### config.mk
export PLATFORM = sky130hd
export DESIGN_NAME = trap_frame_seq
export DESIGN_NICKNAME = d
export VERILOG_FILES = /design/src/rtl/trap_seq_pkg.sv /design/src/rtl/trap_gate_check.sv /design/src/rtl/trap_stack_ptr.sv /design/src/rtl/trap_frame_seq.sv
export SDC_FILE = /design/constraint.sdc
export NUM_CORES = 1
export LEC_CHECK = 0
export CAP_MARGIN = 20
export CORE_MARGIN = 2
export CORE_UTILIZATION = 55
export CTS_CLUSTER_DIAMETER = 60
export DETAILED_ROUTE_END_ITERATION = 8
export DONT_BUFFER_PORTS = 1
export PLACE_DENSITY = 0.66
export SYNTH_ARGS = -nofsm -noshare
export SYNTH_HDL_FRONTEND = slang
export SYNTH_SLANG_ARGS = --single-unit
### constraint.sdc
create_clock -name clk -period 6.6 [get_ports clk]
set_input_delay 1.32 -clock clk [delete_from_list [all_inputs] [get_ports clk]]
set_output_delay 1.32 -clock clk [all_outputs]
set_load 0.01 [all_outputs]
### src/rtl/trap_seq_pkg.sv
package trap_seq_pkg;
  typedef enum logic [2:0] {
    ST_IDLE,
    ST_RD0,
    ST_RD1,
    ST_CHK,
    ST_PUSH,
    ST_POPA,
    ST_POPD
  } seq_st_e;
endpackage

### src/rtl/trap_gate_check.sv
module trap_gate_check #(
  parameter int SEL_W = 16,
  parameter int PL_W  = 2
) (
  input  logic [SEL_W+PL_W-1:0] gate_bits,
  input  logic [PL_W-1:0]       cpl,
  output logic [SEL_W-1:0]      sel,
  output logic                  allow
);
  logic [PL_W-1:0] dpl;

  always_comb begin
    sel   = gate_bits[SEL_W-1:0];
    dpl   = gate_bits[SEL_W +: PL_W];
    allow = (cpl <= dpl);
  end
endmodule

### src/rtl/trap_stack_ptr.sv
module trap_stack_ptr #(
  parameter int DW     = 32,
  parameter int WORD_B = 4
) (
  input  logic          clk,
  input  logic          rst,
  input  logic          ld,
  input  logic [DW-1:0] ld_val,
  input  logic          dec,
  input  logic          inc,
  output logic [DW-1:0] sp,
  output logic [DW-1:0] sp_dec
);
  localparam logic [DW-1:0] STEP = DW'(WORD_B);

  always_comb sp_dec = sp - STEP;

  always_ff @(posedge clk) begin
    if (rst)      sp <= '0;
    else if (ld)  sp <= ld_val;
    else if (dec) sp <= sp_dec;
    else if (inc) sp <= sp + STEP;
  end

  AST_PUSH_STEP: assert property (@(posedge clk) disable iff (rst)
    (dec && !ld) |=> (sp == $past(sp) - STEP));
  AST_POP_STEP: assert property (@(posedge clk) disable iff (rst)
    (inc && !ld && !dec) |=> (sp == $past(sp) + STEP));
endmodule

### src/rtl/trap_frame_seq.sv
module trap_frame_seq
  import trap_seq_pkg::*;
#(
  parameter int DW     = 32,
  parameter int VEC_W  = 8,
  parameter int SEL_W  = 16,
  parameter int PL_W   = 2,
  parameter int IF_BIT = 9
) (
  input  logic             clk,
  input  logic             rst,
  input  logic             trap_req,
  input  logic [VEC_W-1:0] trap_vec,
  input  logic             ret_req,
  input  logic [DW-1:0]    idt_base,
  input  logic [SEL_W-1:0] tss_ss,
  input  logic [DW-1:0]    tss_sp,
  input  logic [PL_W-1:0]  cur_cpl,
  input  logic [SEL_W-1:0] cur_cs,
  input  logic [DW-1:0]    cur_ip,
  input  logic [DW-1:0]    cur_flags,
  input  logic [SEL_W-1:0] cur_ss,
  input  logic [DW-1:0]    cur_sp,
  output logic             mem_req,
  output logic             mem_we,
  output logic [DW-1:0]    mem_addr,
  output logic [DW-1:0]    mem_wdata,
  input  logic [DW-1:0]    mem_rdata,
  output logic             busy,
  output logic             done,
  output logic             fault,
  output logic [PL_W-1:0]  out_cpl,
  output logic [SEL_W-1:0] out_cs,
  output logic [DW-1:0]    out_ip,
  output logic [DW-1:0]    out_flags,
  output logic [SEL_W-1:0] out_ss,
  output logic [DW-1:0]    out_sp
);
  localparam int WORD_B   = DW / 8;
  localparam int GATE_SH  = $clog2(2 * WORD_B);
  localparam int FRAME_N  = 5;
  localparam int K_W      = $clog2(FRAME_N);
  localparam logic [K_W-1:0] K_LAST = K_W'(FRAME_N - 1);
  localparam logic [DW-1:0] IF_MASK = DW'(1) << IF_BIT;

  seq_st_e         st;
  logic [K_W-1:0]  k;
  logic            op_ret;
  logic [PL_W-1:0] ctx_cpl;
  logic [SEL_W-1:0] ctx_cs, ctx_ss, kss, gate_sel;
  logic [DW-1:0]   ctx_ip, ctx_flags, ctx_sp, gate_addr, gate_ip;
  logic [DW-1:0]   frame [FRAME_N-1];

  logic [SEL_W-1:0] chk_sel;
  logic             chk_allow;
  logic             sp_ld, sp_dec_en, sp_inc_en;
  logic [DW-1:0]    sp_ld_val, sp, sp_dec;
  logic             take_trap, take_ret;

  trap_gate_check #(.SEL_W(SEL_W), .PL_W(PL_W)) u_gate (
    .gate_bits (mem_rdata[SEL_W+PL_W-1:0]),
    .cpl       (ctx_cpl),
    .sel       (chk_sel),
    .allow     (chk_allow)
  );

  always_comb begin
    take_trap = (st == ST_IDLE) && trap_req;
    take_ret  = (st == ST_IDLE) && !trap_req && ret_req;
    sp_ld     = take_ret || ((st == ST_CHK) && chk_allow);
    sp_ld_val = take_ret ? cur_sp : tss_sp;
    sp_dec_en = (st == ST_PUSH);
    sp_inc_en = (st == ST_POPD);
  end

  trap_stack_ptr #(.DW(DW), .WORD_B(WORD_B)) u_sp (
    .clk    (clk),
    .rst    (rst),
    .ld     (sp_ld),
    .ld_val (sp_ld_val),
    .dec    (sp_dec_en),
    .inc    (sp_inc_en),
    .sp     (sp),
    .sp_dec (sp_dec)
  );

  always_comb begin
    mem_req   = 1'b0;
    mem_we    = 1'b0;
    mem_addr  = '0;
    mem_wdata = '0;
    case (st)
      ST_RD0:  begin mem_req = 1'b1; mem_addr = gate_addr; end
      ST_RD1:  begin mem_req = 1'b1; mem_addr = gate_addr + DW'(WORD_B); end
      ST_POPA: begin mem_req = 1'b1; mem_addr = sp; end
      ST_PUSH: begin
        mem_req  = 1'b1;
        mem_we   = 1'b1;
        mem_addr = sp_dec;
        case (k)
          3'd0:    mem_wdata = DW'(ctx_ss);
          3'd1:    mem_wdata = ctx_sp;
          3'd2:    mem_wdata = ctx_flags;
          3'd3:    mem_wdata = DW'(ctx_cs);
          default: mem_wdata = ctx_ip;
        endcase
      end
      default: ;
    endcase
  end

  always_ff @(posedge clk) begin
    if (rst) begin
      st        <= ST_IDLE;
      k         <= '0;
      op_ret    <= 1'b0;
      busy      <= 1'b0;
      done      <= 1'b0;
      fault     <= 1'b0;
      ctx_cpl   <= '0;
      ctx_cs    <= '0;
      ctx_ss    <= '0;
      ctx_ip    <= '0;
      ctx_flags <= '0;
      ctx_sp    <= '0;
      kss       <= '0;
      gate_sel  <= '0;
      gate_addr <= '0;
      gate_ip   <= '0;
      for (int i = 0; i < FRAME_N - 1; i++) frame[i] <= '0;
      out_cpl   <= '0;
      out_cs    <= '0;
      out_ip    <= '0;
      out_flags <= '0;
      out_ss    <= '0;
      out_sp    <= '0;
    end else begin
      done  <= 1'b0;
      fault <= 1'b0;
      case (st)
        ST_IDLE: begin
          if (take_trap) begin
            ctx_cpl   <= cur_cpl;
            ctx_cs    <= cur_cs;
            ctx_ss    <= cur_ss;
            ctx_ip    <= cur_ip;
            ctx_flags <= cur_flags;
            ctx_sp    <= cur_sp;
            gate_addr <= idt_base + (DW'(trap_vec) << GATE_SH);
            op_ret    <= 1'b0;
            busy      <= 1'b1;
            st        <= ST_RD0;
          end else if (take_ret) begin
            op_ret <= 1'b1;
            busy   <= 1'b1;
            k      <= '0;
            st     <= ST_POPA;
          end
        end
        ST_RD0: st <= ST_RD1;
        ST_RD1: begin
          gate_ip <= mem_rdata;
          st      <= ST_CHK;
        end
        ST_CHK: begin
          if (chk_allow) begin
            gate_sel <= chk_sel;
            kss      <= tss_ss;
            k        <= '0;
            st       <= ST_PUSH;
          end else begin
            fault <= 1'b1;
            done  <= 1'b1;
            busy  <= 1'b0;
            st    <= ST_IDLE;
          end
        end
        ST_PUSH: begin
          if (k == K_LAST) begin
            out_ss    <= kss;
            out_sp    <= sp_dec;
            out_flags <= ctx_flags & ~IF_MASK;
            out_cs    <= gate_sel;
            out_ip    <= gate_ip;
            out_cpl   <= '0;
            busy      <= 1'b0;
            done      <= 1'b1;
            st        <= ST_IDLE;
          end else begin
            k <= k + 1'b1;
          end
        end
        ST_POPA: st <= ST_POPD;
        ST_POPD: begin
          if (k == K_LAST) begin
            out_ip    <= frame[0];
            out_cs    <= frame[1][SEL_W-1:0];
            out_cpl   <= frame[1][PL_W-1:0];
            out_flags <= frame[2];
            out_sp    <= frame[3];
            out_ss    <= mem_rdata[SEL_W-1:0];
            busy      <= 1'b0;
            done      <= 1'b1;
            st        <= ST_IDLE;
          end else begin
            frame[k[1:0]] <= mem_rdata;
            k  <= k + 1'b1;
            st <= ST_POPA;
          end
        end
        default: st <= ST_IDLE;
      endcase
    end
  end

  AST_DONE_PULSE: assert property (@(posedge clk) disable iff (rst)
    done |=> !done);
  AST_IDLE_QUIET: assert property (@(posedge clk) disable iff (rst)
    !busy |-> !mem_req);
  AST_FAULT_WITH_DONE: assert property (@(posedge clk) disable iff (rst)
    fault |-> (done && !busy));
  AST_ENTRY_KERNEL: assert property (@(posedge clk) disable iff (rst)
    (done && !fault && !op_ret) |-> (out_cpl == '0 && !out_flags[IF_BIT]));
  AST_OUT_HELD: assert property (@(posedge clk) disable iff (rst)
    !done |-> ($stable(out_ip) && $stable(out_sp) && $stable(out_cs)));
endmodule

==> impl_metrics.tcl <==
set metrics [dict create \
    status "complete, no violations" \
    finalPower_uw 9460 \
    core_area_um2 42900 \
    yosys_warnings 0 \
    p_leak_uw 0.00838 \
    grt_max_degree 372 \
    layout_commonest_cell "nand2_1" \
    finalSetupViolCount 0 \
    skew_ns 0.0170 \
    overflow 0 \
    io_pins 453 \
    slew_violations 0 \
    yosysUniqueCellTypes 77 \
    grt_pass1_wl_um 120000 \
    postCtsSetupRepairBufs 0 \
    clk_pin_slew_ns 0.07 \
    async_flop_share 0 \
    slew_headroom 0.276 \
    drive_gt1_frac 0.0619 \
    critPathLaunchType "flop" \
    antenna_left 0 \
    port_buffers 0 \
    clock.fmax_ghz 0.202 \
    synth_nets 3117 \
    drc 0 \
    hold_end "ctx_sp[0]$_SDFFE_PP0P_" \
    cts_tree "built" \
    finalWirelength_um 81900 \
    pre_cts_slack_ns 2.36 \
    finalCritPeriodShare 0.748 \
    nets 2962 \
    ff2ff_setup_slack_ns 2.33 \
    synth-main-ff-cell "dfxtp_1" \
    whs_path_depth 2 \
    drtPass1Iterations 7 \
    drt_first_iter_violations 2752 \
    num_rows 76 \
    via_per_inst 6.28 \
    cp-end-kind "primary output" \
    powerDensity_nw_per_um2 367 \
    rr_endpoint "frame[3][3]$_DFFE_PP_" \
    hpwlAfterDp_um 57000 \
    required_ns 5.28 \
    start_util 0.554 \
    final_cell_mix "693 x nand2_1, 397 x dfxtp_1, 298 x a21oi_1" \
    final.setup.tns_ns 0 \
    clock_latency_ns 0.61 \
    cp_max_fo 33 \
    htreeDepth 2 \
    worstMarginPinSlew_ns 1.09 \
    rsz0062_at_grt "no" \
    crit_arrival_ns 3.62 \
    vias 20900 \
    avgSynthCellArea_um2 8.35 \
    die_h_um 212 \
    ys_ff_latch 509 \
    antenna_found_initial 9 \
    die_w_um 212 \
    wire_per_inst_um 24.6 \
    cts_root_buffer "clkbuf_16" \
    ys_seq_area_frac 0.476 \
    hold_start "ctx_sp[0]$_SDFFE_PP0P_" \
    cts_buffer_depth 3 \
    routabilityCongestion 0.950 \
    period_needed_ns 4.94 \
    gr-usage-all-layers 0.352 \
    setup_ws_ns 1.66 \
    timing.rr.start "st[2]$_SDFFE_PP0P_" \
    dieArea_um2 44900 \
    synth-edff-count 112 \
    grt_pass1_vias 19000 \
    synthesis.area_um2 23800 \
    cts_sinks 509 \
    ir_worst_vdd_v 0.000232 \
    fillers 3881 \
    cts_repair_resize_count 0 \
    maxCapViolCount 0 \
    area_growth_syn_to_layout_pct 8.37 \
    syn_inst 2844 \
    hold_viol_final 0 \
    hold_path.class "flop to flop" \
    numCtsBuffers 55 \
    crit_type "flop to primary output" \
    hold_buffers 0 \
    reg2reg_depth 7 \
]
[registers in the layout (all words and copies together) (netlist names), 3 cells and up]
register	count
gate_sel	16
out_cs	16
ctx_sp	32
out_flags	32
ctx_flags	32
frame	112
out_ss	16
out_sp	32
st	3
u_sp.sp	32
kss	16
gate_ip	32
ctx_ip	32
ctx_cs	16
gate_addr	32
out_ip	32
k	3
ctx_ss	16
[worst max path at each step]
stage / end / startpoint / slack (ns)
2_1_floorplan: mem_addr[30] / u_sp.sp[2]$_SDFFE_PP0P_ / 2.84
3_3_place_gp: mem_addr[30] / u_sp.sp[2]$_SDFFE_PP0P_ / 2.47
3_5_place_dp: mem_wdata[27] / k[0]$_SDFFE_PP0P_ / 2.36
4_1_cts: mem_wdata[27] / k[0]$_SDFFE_PP0P_ / 1.69
5_1_grt: mem_wdata[15] / k[0]$_SDFFE_PP0P_ / 1.51
6_report: mem_wdata[27] / k[0]$_SDFFE_PP0P_ / 1.66
[cells by family after synthesis]
group / share of synthesized area
flops: 0.476
buf+inv: 0.0434
simple gates: 0.230
mux: 0.0153
compound gates: 0.192
xor+xnor: 0.0336
fa+ha+maj: 0.0103
[report_power, final]
part | leakage, uW | total [uW] | switching [uW] | internal [uW]
Clock | 0.000897 | 3070 | 1280 | 1790
Sequential | 0.00438 | 3920 | 425 | 3490
Combinational | 0.00310 | 2470 | 1680 | 790
[metal layers]
metal | vias to the layer above | track usage | part of all wire
met1 | 9986 | 0.470 | 0.41
met4 | 2 | 0.146 | 0.042
met2 | 1018 | 0.538 | 0.45
li1 | 9707 | - | -
met3 | 167 | 0.0998 | 0.10
met5 | - | 0 | 0.00013
[synth_stat cells (12+ instances only)]
cell type / number / area, um^2
xnor2_1: 55 / 482
xor2_1: 36 / 315
nor3_1: 33 / 165
inv_1: 15 / 56.3
a31oi_1: 26 / 163
nand2_1: 695 / 2610
edfxtp_1: 112 / 3360
a22oi_1: 55 / 413
clkbuf_1: 212 / 796
mux2i_1: 24 / 240
nor4_1: 15 / 93.8
a21oi_1: 298 / 1490
a211oi_1: 20 / 150
buf_1: 20 / 75.1
and2_1: 119 / 744
nand4_1: 32 / 200
and4_1: 12 / 105
o221ai_1: 30 / 263
a311oi_1: 98 / 858
dfxtp_1: 397 / 7950
nor2_1: 215 / 807
and3_1: 18 / 113
nand3_1: 39 / 195
a222oi_1: 16 / 160
o22ai_1: 21 / 131
o21ai_0: 59 / 295
ha_1: 18 / 225
[worst max-delay path: stages, from the launching register on]
cell	delay, ns
dfxtp_1	0.53
inv_1	0.16
ha_1	0.22
nor2b_2	0.14
buf_4	0.25
nor4_2	0.81
buf_4	0.42
a222oi_1	0.14
nor2_1	0.31
[stage by stage]
stage               utilization  instance area (um^2)  cells  hold WS [ns]
global route              0.600                 25700   3320         0.467
CTS                       0.599                 25700   3314         0.450
detailed placement        0.556                 23900   3215         0.441
global placement          0.556                 23900   3215         0.438
floorplan                     -                 23800   2844         0.436
finish                    0.600                 25700   3323         0.453
[area by class of cell]
cell class	instances	area, um^2	area share
multi-input cells	2072	11500	0.446
inverters	16	60.1	0.00233
diodes	7	17.5	0.000680
clock buffers	79	1660	0.0646
clock inverters	20	158	0.00612
flip-flops and latches	509	11300	0.439
well taps	585	732	0.0284
repair buffers	35	308	0.0120
No activity file was read; power rests on OpenSTA's default activity.
